<file path="src/rtl/tpoll_pkg.sv">
package tpoll_pkg;
  typedef enum logic [1:0] {
    RES_NONE  = 2'b00,
    RES_OK    = 2'b01,
    RES_FAIL  = 2'b10,
    RES_ABORT = 2'b11
  } res_e;

  typedef enum logic [1:0] {
    ST_IDLE = 2'b00,
    ST_RD_A = 2'b01,
    ST_RD_B = 2'b10,
    ST_WR   = 2'b11
  } st_e;
endpackage

</file>
<file path="src/rtl/tpoll_bit_pick.sv">
module tpoll_bit_pick #(
  parameter int DW      = 8,
  parameter int BIT_A   = 6,
  parameter int BIT_B   = 2,
  parameter int LIM_BIT = 5
) (
  input  logic [DW-1:0] data,
  input  logic          sel,
  output logic          tog,
  output logic          lim
);
  generate
    if (BIT_A == BIT_B) begin : g_single
      assign tog = data[BIT_A];
    end else begin : g_mux
      assign tog = sel ? data[BIT_B] : data[BIT_A];
    end
  endgenerate

  assign lim = data[LIM_BIT];
endmodule

</file>
<file path="src/rtl/tpoll_sample.sv">
module tpoll_sample (
  input  logic clk,
  input  logic rst_n,
  input  logic cap_en,
  input  logic tog_in,
  output logic same
);
  logic first_q;

  always_ff @(posedge clk or negedge rst_n) begin
    if (!rst_n) begin
      first_q <= 1'b0;
    end else if (cap_en) begin
      first_q <= tog_in;
    end
  end

  assign same = (first_q == tog_in);
endmodule

</file>
<file path="src/rtl/tpoll_fsm.sv">
module tpoll_fsm
  import tpoll_pkg::*;
(
  input  logic       clk,
  input  logic       rst_n,
  input  logic       start,
  input  logic       abort,
  input  logic       rd_ack,
  input  logic       wr_ack,
  input  logic       same,
  input  logic       lim,
  output logic       cap_en,
  output logic       rd_req,
  output logic       wr_req,
  output logic       busy,
  output logic       done,
  output logic [1:0] result
);
  st_e  state_q, state_d;
  logic chk_q, chk_d;
  logic done_q, done_d;
  res_e res_q, res_d;

  always_comb begin
    state_d = state_q;
    chk_d   = chk_q;
    done_d  = 1'b0;
    res_d   = res_q;
    cap_en  = 1'b0;
    case (state_q)
      ST_IDLE: begin
        if (start) begin
          state_d = ST_RD_A;
          chk_d   = 1'b0;
        end
      end
      ST_RD_A: begin
        if (abort) begin
          state_d = ST_IDLE;
          done_d  = 1'b1;
          res_d   = RES_ABORT;
        end else if (rd_ack) begin
          cap_en  = 1'b1;
          state_d = ST_RD_B;
        end
      end
      ST_RD_B: begin
        if (abort) begin
          state_d = ST_IDLE;
          done_d  = 1'b1;
          res_d   = RES_ABORT;
        end else if (rd_ack) begin
          if (same) begin
            state_d = ST_IDLE;
            done_d  = 1'b1;
            res_d   = RES_OK;
          end else if (chk_q) begin
            state_d = ST_WR;
          end else begin
            chk_d   = lim;
            state_d = ST_RD_A;
          end
        end
      end
      ST_WR: begin
        if (wr_ack) begin
          state_d = ST_IDLE;
          done_d  = 1'b1;
          res_d   = RES_FAIL;
        end
      end
      default: state_d = ST_IDLE;
    endcase
  end

  always_ff @(posedge clk or negedge rst_n) begin
    if (!rst_n) begin
      state_q <= ST_IDLE;
      chk_q   <= 1'b0;
      done_q  <= 1'b0;
    end else begin
      state_q <= state_d;
      chk_q   <= chk_d;
      done_q  <= done_d;
    end
  end

  always_ff @(posedge clk or negedge rst_n) begin
    if (!rst_n) begin
      res_q <= RES_NONE;
    end else if (done_d) begin
      res_q <= res_d;
    end
  end

  assign rd_req = (state_q == ST_RD_A) || (state_q == ST_RD_B);
  assign wr_req = (state_q == ST_WR);
  assign busy   = (state_q != ST_IDLE);
  assign done   = done_q;
  assign result = res_q;
endmodule

</file>
<file path="src/rtl/toggle_poll_ctrl.sv">
module toggle_poll_ctrl #(
  parameter int           DW        = 8,
  parameter int           BIT_A     = 6,
  parameter int           BIT_B     = 2,
  parameter int           LIM_BIT   = 5,
  parameter logic [DW-1:0] RESET_CMD = 8'hF0
) (
  input  logic          clk,
  input  logic          rst_n,
  input  logic          start,
  input  logic          abort,
  input  logic          bit_sel,
  output logic          rd_req,
  input  logic          rd_ack,
  input  logic [DW-1:0] rd_data,
  output logic          wr_req,
  input  logic          wr_ack,
  output logic [DW-1:0] wr_data,
  output logic          busy,
  output logic          done,
  output logic [1:0]    result
);
  logic tog, lim, same, cap_en;

  tpoll_bit_pick #(.DW(DW), .BIT_A(BIT_A), .BIT_B(BIT_B), .LIM_BIT(LIM_BIT)) u_pick (
    .data (rd_data),
    .sel  (bit_sel),
    .tog  (tog),
    .lim  (lim)
  );

  tpoll_sample u_sample (
    .clk    (clk),
    .rst_n  (rst_n),
    .cap_en (cap_en),
    .tog_in (tog),
    .same   (same)
  );

  tpoll_fsm u_fsm (
    .clk    (clk),
    .rst_n  (rst_n),
    .start  (start),
    .abort  (abort),
    .rd_ack (rd_ack),
    .wr_ack (wr_ack),
    .same   (same),
    .lim    (lim),
    .cap_en (cap_en),
    .rd_req (rd_req),
    .wr_req (wr_req),
    .busy   (busy),
    .done   (done),
    .result (result)
  );

  assign wr_data = RESET_CMD;
endmodule

</file>
<file path="config.mk">
export PLATFORM = sky130hd
export DESIGN_NAME = toggle_poll_ctrl
export DESIGN_NICKNAME = d
export VERILOG_FILES = /design/src/rtl/tpoll_pkg.sv /design/src/rtl/tpoll_bit_pick.sv /design/src/rtl/tpoll_sample.sv /design/src/rtl/tpoll_fsm.sv /design/src/rtl/toggle_poll_ctrl.sv
export SDC_FILE = /design/constraint.sdc
export NUM_CORES = 1
export LEC_CHECK = 0
export BUFFER_PORTS_ARGS = -buffer_cell sky130_fd_sc_hd__buf_4
export CELL_PAD_IN_SITES_DETAIL_PLACEMENT = 2
export CELL_PAD_IN_SITES_GLOBAL_PLACEMENT = 2
export CORE_MARGIN = 2
export CORE_UTILIZATION = 25
export CTS_BUF_LIST = sky130_fd_sc_hd__clkbuf_2
export CTS_CLUSTER_DIAMETER = 150
export CTS_CLUSTER_SIZE = 10
export DETAILED_ROUTE_END_ITERATION = 8
export PLACE_DENSITY_LB_ADDON = 0.1
export SLEW_MARGIN = 15
export SYNTH_ARGS = -nofsm -noshare
export SYNTH_HDL_FRONTEND = slang
export SYNTH_SLANG_ARGS = --single-unit
export TNS_END_PERCENT = 20
</file>
<file path="constraint.sdc">
create_clock -name clk -period 2.47 [get_ports clk]
set_input_delay 0 -clock clk [delete_from_list [all_inputs] [get_ports clk]]
set_output_delay 0 -clock clk [all_outputs]
set_load 0.05 [all_outputs]
</file>
**Word level (Yosys, flattened, before mapping)**

Cells that the tools add are included.

- $add $sub $neg: 0
- Multiply operators: 0
- Div/mod/pow operators: 0
- $lt $le $gt $ge: 0
- Equal/unequal tests: 13
- Shift-type cells: 0
- Muxes and demuxes: 31
- Bitwise operators: 0
- Reductions and logical operators: 8

Operators with widths:

| operator | count |
|---|---|
| 2-to-1 mux 2 bit | 13 |
| 2-to-1 mux 1 bit | 14 |
| inequality test 2 bit (second input constant) | 5 |
| inequality test 3 bit (second input constant) | 3 |
| one-hot mux 2 bit (4 select lines) | 1 |
| one-hot mux 2 bit (3 select lines) | 1 |
| AND reduction 6 bit | 1 |
| AND reduction 5 bit | 1 |
| equality test 2 bit (second input constant) | 2 |
| AND reduction 4 bit | 1 |
| nonzero test 2 bit | 2 |
| one-hot mux 1 bit (3 select lines) | 1 |
| nonzero test 3 bit | 1 |
| equality test 2 x 1 -> 1 bit (second input constant) | 1 |
| zero test 2 bit | 1 |
| inequality test 2 x 1 -> 1 bit (second input constant) | 1 |
| one-hot mux 1 bit (2 select lines) | 1 |
| equality test 1 bit | 1 |
| logical OR 1 bit | 1 |

- Register bits: 7
- Bits in latches: 0
- RAM bits: 0
- Bits in read-only memories: 0
- Output and inout bits: 14
- Logic and storage cells: 57
- Memories: 0

**Depth between registers and ports, before layout**

- Depth after elaboration: 7
- Mapped depth: 6

**Hierarchy**

Synthesis repeated with hierarchy kept, for this count alone.

- Cells, all modules: 56
- Area, all modules: 583.1 µm²

By module, submodules not included:

| module | instances | cells an instance | area an instance (µm²) |
|---|---|---|---|
| tpoll_fsm | 1 | 41 | 444.2 |
| toggle_poll_ctrl | 1 | 10 | 67.6 |
| tpoll_sample | 1 | 3 | 48.8 |
| tpoll_bit_pick | 1 | 2 | 22.5 |

**Least setup slack after synthesis**

Ideal clock, no wire load.

- Kind: register -> register
- From: register u_fsm.state_q[0]
- To: register u_fsm.res_q[1], in the netlist u_fsm.result[1]
- Setup time: 0.125 ns
- Arrival: 1.917 ns
- Data required time: 2.345 ns
- Path slack: 0.428 ns
- Stages on the path, launching flop included: 6
- Buffers on the path: 0
- Path through: dfrtp_1 -> ha_1 -> nand2_1 -> o221a_4 -> a2111oi_4 -> mux2_4

- Cells in the longest elaborated chain, start to end: 3
- Elaborated cells between the ends (all ways): 11
- Those cells by class: eq/ne: 7; mux: 2; reduce/logical: 2

Ends and longest elaborated chain:

| element | line | source |
|---|---|---|
| start, declared | tpoll_fsm.sv:19 | `st_e state_q, state_d;` |
| start signal, assigned | tpoll_fsm.sv:82 | `state_q <= state_d;` |
| equality test 2 bit (*) | -- |  |
| named net wr_req | toggle_poll_ctrl.sv:16 | `output logic wr_req,` |
| one-hot mux 1 bit (3 select lines), or another cell as far along | tpoll_fsm.sv:30 | `case (state_q)` |
| AND reduction 6 bit (no source line) | -- |  |
| end signal, assigned | tpoll_fsm.sv:92 | `res_q <= res_d;` |
| end, declared | tpoll_fsm.sv:22 | `res_e res_q, res_d;` |

Mark *: on every way through the listed nets, which the timed path passes. The rest lies on a longest branch.
A chain may end at the register's enable or synchronous reset.

**Worst setup path after layout**

- From: register u_fsm.state_q[0]
- To: register u_fsm.res_q[1], in the netlist u_fsm.result[1]

- Cells in the longest elaborated chain, start to end: 3
- Elaborated cells between the ends (all ways): 11
- Those cells by class: eq/ne: 7; mux: 2; reduce/logical: 2

Ends and longest elaborated chain:

| element | line |
|---|---|
| equality test 2 bit or equality test 2 x 1 -> 1 bit (tied branches) | tpoll_fsm.sv:30 |
| one-hot mux 1 bit (3 select lines), or another cell as far along | tpoll_fsm.sv:30 |
| AND reduction 6 bit (no source line) | -- |

Parallel ways exist; a longest one is shown, timed or not.

==> summary.json <==
{
  "sta": {
    "slew_violations": 0,
    "achievable-frequency_mhz": 489,
    "setup_viol_count_final": 0,
    "final.setup.worst_slack_ns": 0.424,
    "final_worst_path_period_share_pct": 82.8,
    "final.hold.worst_slack_ns": 0.0586,
    "setup_tns_ns": 0,
    "final.setup_skew_ns": 0.00223,
    "grt_setup_unrepaired": "no",
    "hold_viol": 0,
    "min_period_ns": 2.05
  },
  "detailed_routing": {
    "dr_wl_met2_um": 702,
    "drtPass1Iterations": 5,
    "routed-via-count": 453,
    "highest_metal_used": "met4",
    "routed_wire_length_per_instance_um": 13.6,
    "routed_length_on_met3_um": 86,
    "met1Wirelength_um": 622,
    "via_cell_ratio": 4.31,
    "antenna_violating_nets_post_route": 0,
    "drt_drc_violations_left": 0,
    "detail_route.iter0.violations": 2,
    "totalWireLength_um": 1430
  },
  "critical_path": {
    "crit_path_start_kind": "flop",
    "critical_path_cell_with_the_highest_stage_delay": "sky130_fd_sc_hd__a2111oi_4",
    "timing.setup.critical_path_class": "reg2reg",
    "critical-path-top-delay-family": "compound AO/OA/AOI/OAI gates",
    "crit_required_ns": 2.60,
    "crit-reg2reg-launch": "u_fsm.state_q[0]",
    "setup.worst_path.end_class": "flop",
    "timing.critical_path.slowest_cell_delay_ns": 0.39,
    "cp-startpoint": "u_fsm.state_q[0]",
    "timing.critical_path.arrival_ns": 2.17,
    "timing.critical_path.cells": "inv_1 -> ha_1 -> and2b_1 -> a21o_2 -> a2111oi_4 -> mux2_4",
    "critPathBufInv": 1,
    "ff2ff_setup_slack_ns": 0.42,
    "critical_path_peak_fanout": 5
  },
  "synth": {
    "sequential_element_share_of_the_synthesized_area_pct": 31.3,
    "syn-instance-count": 59,
    "post_synth_num_cell_types": 22,
    "yosysWarningCount": 0,
    "number_of_enable_type_register_cells_in_the_synthesized_netlist": 0,
    "mappedNetlistArea_um2": 561,
    "synthesis.area_per_instance_um2": 9.50,
    "postSynth.asyncResetShare_pct": 100,
    "synth.ff_latch_count": 7,
    "yosys_most_used_dff": "sky130_fd_sc_hd__dfrtp_1"
  },
  "finish": {
    "drive_gt1_share_pct": 29.9,
    "fin_cells": 105,
    "num_antenna_cells": 0,
    "mostFrequentLayoutCell": "sky130_fd_sc_hd__buf_4",
    "layout_common_cells": "sky130_fd_sc_hd__buf_4, sky130_fd_sc_hd__conb_1, sky130_fd_sc_hd__dfrtp_1",
    "flow.area_growth_from_synthesis_pct": 25.0,
    "finish.net_count": 98,
    "fill_cell_total_of_the_finished_layout": 273
  },
  "grt": {
    "grt_max_degree": 8,
    "globalRouteOverflowTotal": 0,
    "grt_antenna_before_repair": 0,
    "grt_first_pass_wirelength_um": 2420,
    "number_of_global_route_vias_before_repair": 471,
    "globalRouteTotalUtil_pct": 13.3
  },
  "die": {
    "dieWidth_um": 51.4,
    "placement_rows": 17,
    "design.die.area_mm2": 0.00264,
    "floorplan.core_area_mm2": 0.00217,
    "dieHeight_um": 51.4,
    "initial_core_util_pct": 25.8,
    "floorplan.io_pins": 29
  },
  "worst_hold_path": {
    "hp-class": "in2reg",
    "worst_hold_start": "rd_data[5]"
  },
  "run_status": {
    "run_status": "complete, no violations"
  },
  "placement": {
    "placedCellCount": 100,
    "finalWeightedCongestion": 0.692,
    "post-dp-hpwl_um": 1190,
    "numPortBuffers": 15,
    "dp_worst_setup_slack_ns": 0.406
  },
  "power": {
    "swShare_pct": 54.8,
    "power.share.clock_pct": 9.5,
    "pwr_density_cell_mw_per_mm2": 1340,
    "p_int_w": 0.000425,
    "power.share.sequential_pct": 19.9,
    "combinationalPowerShare_pct": 70.6,
    "power.ir.vdd_worst_mv": 0.374,
    "total_switching_power_w": 0.000515,
    "leakagePower_nw": 0.343
  },
  "clocking": {
    "h-tree-depth": 1,
    "cts_resized": 0,
    "cts_buffers": 3,
    "max-clock-path-buffers": 2,
    "tritoncts": "built",
    "clk_latency_ns": 0.23,
    "clk_root_buffer_cell": "sky130_fd_sc_hd__clkbuf_2",
    "clock_sinks": 7,
    "worst_setup_hold_path_clk_slew_ns": 0.08
  },
  "job": {
    "drv.max_cap_violation_count": 0
  }
}
## layout make-up
class | count | area, um2 | area share (%)
Sequential cell | 7 | 175 | 25.0
Multi-Input combinational cell | 44 | 325 | 46.4
Inverter | 6 | 22.5 | 3.21
Timing Repair Buffer | 16 | 123 | 17.5
Tap cell | 28 | 35.0 | 5.00
Clock buffer | 4 | 20.0 | 2.86
## cells in the mapped netlist (all sizes together) (2+ instances only)
library cell,n,area share [%]
buf,8,11
dfrtp,7,31
inv,6,4.0
ha,5,11
nand2b,5,5.6
nor2,5,3.3
nand2,4,2.7
a21oi,3,2.7
conb,2,1.3
mux2i,2,3.6
## power groups by stage
stage          Clock [W]  Combinational, W  Sequential (W)
3_3_place_gp           0          0.000659        0.000189
3_5_place_dp           0          0.000671        0.000193
4_1_cts        0.0000976          0.000675        0.000190
6_report       0.0000895          0.000663        0.000187
2_1_floorplan          0          0.000445        0.000254
5_1_grt         0.000103          0.000719        0.000197
## per-stage QoR
stage / area [um2] / total power, W / util (%)
after global routing: 701 / 0.00102 / 32.3
after CTS: 701 / 0.000963 / 32.3
after detailed placement: 671 / 0.000864 / 30.9
final: 701 / 0.000940 / 32.3
after floorplan: 583 / 0.000699 / -
after global placement: 671 / 0.000847 / 30.9
## worst register-to-register path, stage by stage (launching register included)
cell	delay, ns
sky130_fd_sc_hd__dfrtp_1	0.38
sky130_fd_sc_hd__inv_1	0.10
sky130_fd_sc_hd__ha_1	0.27
sky130_fd_sc_hd__and2b_1	0.22
sky130_fd_sc_hd__a21o_2	0.25
sky130_fd_sc_hd__a2111oi_4	0.39
sky130_fd_sc_hd__mux2_4	0.33
## worst paths after layout
kind | to | depth (start not counted)
min in group asynchronous | u_fsm.state_q[0] | 2
setup / recovery | u_fsm.result[1] | 6
max in group asynchronous | u_fsm.done | 2
hold / removal | u_fsm.chk_q | 3
hold reg to reg | u_fsm.result[0] | 2
setup reg to reg | u_fsm.result[1] | 6
## state kept, by name, summed over array words and instances (netlist names)
signal,count
u_fsm.chk_q,1
u_fsm.result,2
u_sample.first_q,1
u_fsm.state_q,2
u_fsm.done,1
## metal layers
metal,global-route usage [%],up-vias
li1,-,217
met1,16.1,221
met2,20.1,13
met3,5.56,2
met4,6.58,0
met5,0,-
## logic make-up (layout without fill, tap and decap cells)
group                      Yosys count  count (layout)  share of synthesized area (%)
AOI/OAI and AO/OA                   12              12                           20.8
other                                2               8                           1.34
DFF                                  7               7                           31.3
buffers and inverters               14              26                           14.7
adders and majority gates            5               5                           11.2
xor gates and xnor gates             1               1                           1.56
muxes                                3               3                           6.25
and+or+nand+nor                     15              15                           12.9
## timing repair
| item | CTS | global route |
|---|---|---|
| endpoints found under the hold margin | 7 | 0 |
| setup buffers | 0 | 0 |
| hold buffers | 1 | 0 |
(Power assumes the default switching activity.)
